[src/rtl/quad_mac_pkg.sv]
package quad_mac_pkg;

  // Load strobes issued by the control path, one for each register stage.
  typedef struct packed {
    logic ldIn;
    logic ldProd;
    logic ldSum;
    logic ldOut;
  } pipeStrobe_t;

endpackage

[src/rtl/quad_mac_ctrl.sv]
module quad_mac_ctrl
  import quad_mac_pkg::*;
#(
  parameter int STAGES = 4
) (
  input  logic        clk,
  input  logic        rst,
  input  logic        inValid,
  output pipeStrobe_t strobe,
  output logic        outValid
);

  logic [STAGES-1:0] validPipe;

  always_ff @(posedge clk) begin
    if (rst) begin
      validPipe <= '0;
    end else begin
      validPipe <= {validPipe[STAGES-2:0], inValid};
    end
  end

  // Each stage loads only when the stage in front of it holds a sample.
  always_comb begin
    strobe.ldIn   = inValid;
    strobe.ldProd = validPipe[0];
    strobe.ldSum  = validPipe[1];
    strobe.ldOut  = validPipe[2];
  end

  assign outValid = validPipe[STAGES-1];

endmodule

[src/rtl/quad_mac_datapath.sv]
module quad_mac_datapath
  import quad_mac_pkg::*;
#(
  parameter int LANES = 4,
  parameter int OPW   = 9,
  parameter int UW    = 8,
  parameter int RESW  = 64
) (
  input  logic                  clk,
  input  logic                  rst,
  input  pipeStrobe_t           strobe,
  input  logic                  modeSigned,
  input  logic [LANES*OPW-1:0]  xOps,
  input  logic [LANES*OPW-1:0]  yOps,
  output logic [RESW-1:0]       result
);

  localparam int EXTW  = OPW + 1;
  localparam int PRODW = 2 * EXTW;
  localparam int HALF  = LANES / 2;
  localparam int PAIRW = PRODW + 1;
  localparam int SUMW  = PRODW + $clog2(LANES);

  // Input register bank
  logic [LANES*OPW-1:0] xReg, yReg;
  logic                 modeReg;

  always_ff @(posedge clk) begin
    if (rst) begin
      xReg    <= '0;
      yReg    <= '0;
      modeReg <= 1'b0;
    end else if (strobe.ldIn) begin
      xReg    <= xOps;
      yReg    <= yOps;
      modeReg <= modeSigned;
    end
  end

  // First pipeline stage: one product per lane
  logic signed [PRODW-1:0] prodReg [LANES];

  for (genvar ln = 0; ln < LANES; ln++) begin : gLane
    logic [OPW-1:0]         xRaw, yRaw;
    logic signed [EXTW-1:0] xExt, yExt;
    assign xRaw = xReg[ln*OPW +: OPW];
    assign yRaw = yReg[ln*OPW +: OPW];
    always_comb begin
      if (modeReg) begin
        xExt = {xRaw[OPW-1], xRaw};
        yExt = {yRaw[OPW-1], yRaw};
      end else begin
        xExt = {{(EXTW-UW){1'b0}}, xRaw[UW-1:0]};
        yExt = {{(EXTW-UW){1'b0}}, yRaw[UW-1:0]};
      end
    end
    always_ff @(posedge clk) begin
      if (rst) begin
        prodReg[ln] <= '0;
      end else if (strobe.ldProd) begin
        prodReg[ln] <= xExt * yExt;
      end
    end
  end

  // Second pipeline stage: pairwise partial sums
  logic signed [PAIRW-1:0] pairReg [HALF];

  for (genvar hp = 0; hp < HALF; hp++) begin : gPair
    logic signed [PAIRW-1:0] pairSum;
    assign pairSum = {prodReg[2*hp][PRODW-1], prodReg[2*hp]}
                   + {prodReg[2*hp+1][PRODW-1], prodReg[2*hp+1]};
    always_ff @(posedge clk) begin
      if (rst) begin
        pairReg[hp] <= '0;
      end else if (strobe.ldSum) begin
        pairReg[hp] <= pairSum;
      end
    end
  end

  // Final addition, then the output register bank
  logic signed [SUMW-1:0] total;

  always_comb begin
    total = '0;
    for (int h = 0; h < HALF; h++) begin
      total = total + {{(SUMW-PAIRW){pairReg[h][PAIRW-1]}}, pairReg[h]};
    end
  end

  always_ff @(posedge clk) begin
    if (rst) begin
      result <= '0;
    end else if (strobe.ldOut) begin
      result <= {{(RESW-SUMW){total[SUMW-1]}}, total};
    end
  end

endmodule

[src/rtl/quad_mac_sum.sv]
module quad_mac_sum
  import quad_mac_pkg::*;
#(
  parameter int LANES = 4,
  parameter int OPW   = 9,
  parameter int UW    = 8,
  parameter int RESW  = 64
) (
  input  logic                 clk,
  input  logic                 rst,
  input  logic                 inValid,
  input  logic                 modeSigned,
  input  logic [LANES*OPW-1:0] xOps,
  input  logic [LANES*OPW-1:0] yOps,
  output logic                 outValid,
  output logic [RESW-1:0]      result
);

  pipeStrobe_t strobe;

  quad_mac_ctrl #(.STAGES(4)) uCtrl (
    .clk      (clk),
    .rst      (rst),
    .inValid  (inValid),
    .strobe   (strobe),
    .outValid (outValid)
  );

  quad_mac_datapath #(
    .LANES (LANES),
    .OPW   (OPW),
    .UW    (UW),
    .RESW  (RESW)
  ) uPath (
    .clk        (clk),
    .rst        (rst),
    .strobe     (strobe),
    .modeSigned (modeSigned),
    .xOps       (xOps),
    .yOps       (yOps),
    .result     (result)
  );

endmodule

[config.mk]
export PLATFORM = sky130hd
export DESIGN_NAME = quad_mac_sum
export DESIGN_NICKNAME = d
export VERILOG_FILES = /design/src/rtl/quad_mac_pkg.sv /design/src/rtl/quad_mac_ctrl.sv /design/src/rtl/quad_mac_datapath.sv /design/src/rtl/quad_mac_sum.sv
export SDC_FILE = /design/constraint.sdc
export NUM_CORES = 1
export LEC_CHECK = 0
export ABC_AREA = 1
export BUFFER_PORTS_ARGS = -buffer_cell sky130_fd_sc_hd__buf_2
export CORE_ASPECT_RATIO = 1.75
export CORE_MARGIN = 2
export CORE_UTILIZATION = 30
export CTS_CLUSTER_DIAMETER = 40
export DETAILED_ROUTE_END_ITERATION = 6
export GPL_ROUTABILITY_DRIVEN = 0
export GPL_TIMING_DRIVEN = 0
export PLACE_DENSITY = 0.43
export SETUP_SLACK_MARGIN = 0.15
export SYNTH_ARGS = -nofsm -noshare
export SYNTH_HDL_FRONTEND = slang
export SYNTH_SLANG_ARGS = --single-unit
[constraint.sdc]
create_clock -name clk -period 8.1 [get_ports clk]
set_input_delay 0 -clock clk [delete_from_list [all_inputs] [get_ports clk]]
set_output_delay 0 -clock clk [all_outputs]
set_load 0.05 [all_outputs]
==> out/results.tsv <==
stage	metric	value	unit
yosys	synth_cell_types	44	
yosys	ys_top_cells_by_area	fa_1, edfxtp_1, inv_1	
floorplan	rows	147	
power	p_seq_frac	0.302	
yosys	synth_top_family_by_area	adder cells	
sta	rsz0062_at_grt	false	
status	status	finished clean	
yosys	syn_area_per_cell	7.64	um^2
sta	finalHoldViolations	0	
grt	grt_pass1_vias	24634	
yosys	synth-compound-area-share	0.0862	
layout	seqCellArea	0.00565	mm^2
setup_path	cp_max_fo	9	
power	p_switching	1560	uW
yosys	synth_common_cells	inv_1, nand2_1, nor2_1, fa_1, ha_1	
yosys	yosys.area_share.simple	0.188	
hold_path	hold_class	input pin to flip-flop	
yosys	synth_xor_xnor_area_share	0.00950	
grt	use_met1	0.190	
grt	grt_max_degree	45	
detailed_routing	viasPerCell	4.50	
yosys	postSynth.asyncResetShare	0	
floorplan	start_util	0.302	
detailed_routing	vias	22980	
yosys	yosysMostFrequentCell	inv_1	
grt	antenna_found_initial	4	
floorplan	fp.dieH	406	um
layout	multi_input_area	0.0180	mm^2
yosys	synthesis.nets	4301	
power	power	4280	uW
detailed_routing	drt_iter0_markers	769	
detailed_routing	ant_nets	0	
yosys	ys_seq_area_frac	0.204	
power	worst_ir_drop_vdd	0.230	mV
setup_path	arrival	6.46	ns
layout	final_area	0.0320	mm^2
yosys	ys.flop_type	edfxtp_1	
yosys	synth_warnings	0	
detailed_routing	firstDrtPassIters	5	
yosys	yosys_register_bits	221	
grt	grt_pass1_wl	135000	um
setup_path	slowest_stage	fa_1	
yosys	synth_top_area_cell	fa_1	
setup_path	start_kind	flip-flop	
grt	use_met2	0.384	
power	leakage	0.0171	uW
setup_path	worst_ep_required_time	8.39	ns
clocking	cts.sinks	221	
setup_path	setup.worst_path.start	uPath.modeReg	
clocking	clk_latency	0.58	ns
floorplan	fp.dieW	233	um
yosys	synthMuxAreaShare	0	
yosys	synth_edf_count	122	
grt	grt_usage	0.188	
setup_path	crit_path_max_incr_delay	0.70	ns
setup_path	worstPathCellList	buf_2 -> nand2_1 -> inv_1 -> nand2_1 -> fa_1 -> inv_1 -> fa_1 -> fa_1 -> fa_1 -> inv_1 -> fa_1 -> inv_1 -> ha_1 -> a21oi_1 -> o21ai_0 -> a21oi_1 -> a21oi_1 -> nor2_1	
clocking	clockRootBuffer	clkbuf_16	
setup_path	crit_top_cell	fa_1	
yosys	syn_inst	3621	
layout	drive_above_1_share	0.0749	
power	switching_share	0.365	
sta	finalSetupViolCount	0	
sta	finalSetupTns	0	ns
setup_path	reg2reg_from	uPath.modeReg	
sta	period_minus_slack	6.17	ns
floorplan	top_level_ports	141	
yosys	syn_area	0.0277	mm^2
clocking	cts_buffer_depth	3	
layout	syn2layout_area_growth	15.7	%
placed_design	port_buffers	140	
clocking	cts.clk_slew.worst_paths	0.06	ns
sta	drv_slew	0	
sta	fmax	162	MHz
yosys	synth_top_area_share	0.254	
sta	fin_crit_sh	0.761	
sta	maxSlewHeadroom	0.146	
placed_design	post-place-ws	1.90	ns
grt	gr-usage-met3	0.0186	
detailed_routing	wl_per_cell	16.8	um
detailed_routing	routed_wirelength	85900	um
floorplan	coreArea	0.0916	mm^2
clocking	htreeDepth	2	
hold_path	hold_start	rst	
placed_design	hpwlAfterDp	73500	um
detailed_routing	route.detailed.drc	0	
layout	nets	4559	
clocking	numCtsBuffers	40	
sta	fin_ws	1.93	ns
sta	skew	0.0256	ns
grt	grt-ovfl-total	0	
grt	grt_busiest_layer	met2	
sta	tightest_slew	1.28	ns
placed_design	dpl-instance-area	0.0299	mm^2
power	intPower	2720	uW
power	powerDensity	134	mW/mm^2
power	clock_power_share	0.406	
setup_path	reg2reg_slack	1.93	ns
setup_path	crit_type	flip-flop to flip-flop	
setup_path	end_kind	flip-flop	
clocking	cts_tree	built	
power	p_comb_frac	0.293	
clocking	postCtsSetupBuffers	0	
job	maxCapViolations	0	
floorplan	fp.dieArea	0.0947	mm^2
yosys	synth_fa_ha_area_frac	0.369	
layout	fill_cells	10059	
[area by class of cell]
type / count / area share
Multi-Input combinational cell: 2386 / 0.564
Sequential cell: 221 / 0.176
Inverter: 860 / 0.101
Tap cell: 1192 / 0.0466
Timing Repair Buffer: 216 / 0.0463
Clock buffer: 43 / 0.0329
Buffer: 154 / 0.0231
Clock inverter: 31 / 0.00974
Antenna cell: 1 / 0.0000782
[final timing paths]
check	depth (start not counted)	end
worst max-delay path	18	uPath.prodReg[3][18]
worst min-delay path	4	uPath.prodReg[2][7]
worst max register to register	18	uPath.prodReg[3][18]
worst min register to register	2	uPath.xReg[6]
[metal layers]
layer | vias to the layer above | share of wire
met5 | - | 0
met4 | 0 | 0.042
met3 | 142 | 0.029
met2 | 388 | 0.57
met1 | 10969 | 0.36
li1 | 11481 | -
[timing repair]
| item | 4_1_cts | 5_1_grt |
|---|---|---|
| gates resized for setup | 0 | 0 |
| hold endpoints to repair | 73 | 0 |
| setup endpoints to repair | 0 | 0 |
| hold buffers | 74 | 0 |
[sequential cells by signal, indices dropped and copies added, names as in the netlist]
name,flops
uCtrl.validPipe,4
uPath.modeReg,1
uPath.pairReg,42
uPath.prodReg,80
uPath.result,22
uPath.xReg,36
uPath.yReg,36
[per-stage QoR]
step / util / hold WS [ns] / std cells
2_1_floorplan: - / 0.135 / 3621
3_3_place_gp: 0.326 / 0.224 / 4953
3_5_place_dp: 0.326 / 0.226 / 4955
4_1_cts: 0.349 / 0.0117 / 5103
5_1_grt: 0.349 / 0.0465 / 5103
6_report: 0.349 / 0.0517 / 5104
[kinds of logic after synthesis]
kind of cell / after synthesis
xor gates and xnor gates: 30
adders and majority gates: 604
DFF: 221
and+or+nand+nor: 1301
AOI/OAI and AO/OA: 451
buffers and inverters: 1014
[power groups by stage]
stage,combinational [uW],sequential [uW],clock (uW)
after global placement,1240,1320,0
after global routing,1450,1300,1820
final,1250,1290,1740
after CTS,1280,1290,1790
after floorplan,846,1320,0
after detailed placement,1240,1320,0
[placed cells by master, fill, tap and decap left out, types with 99 or more instances in the layout]
master	Yosys	layout
inv_1	853	853
nand2_1	733	731
nor2_1	389	389
fa_1	351	351
ha_1	253	253
a21oi_1	225	225
o21ai_0	171	171
buf_2	3	143
edfxtp_1	122	122
nand3_1	116	116
clkbuf_1	105	105
dfxtp_1	99	99
[critical path: cells and delay by family (launching register included)]
family	cells	cell delay, ns
compound gates	4	0.90
fa+ha+maj	6	3.01
buf+inv	5	0.78
flops	1	0.31
simple gates	3	0.85
(Power assumes the default switching activity.)
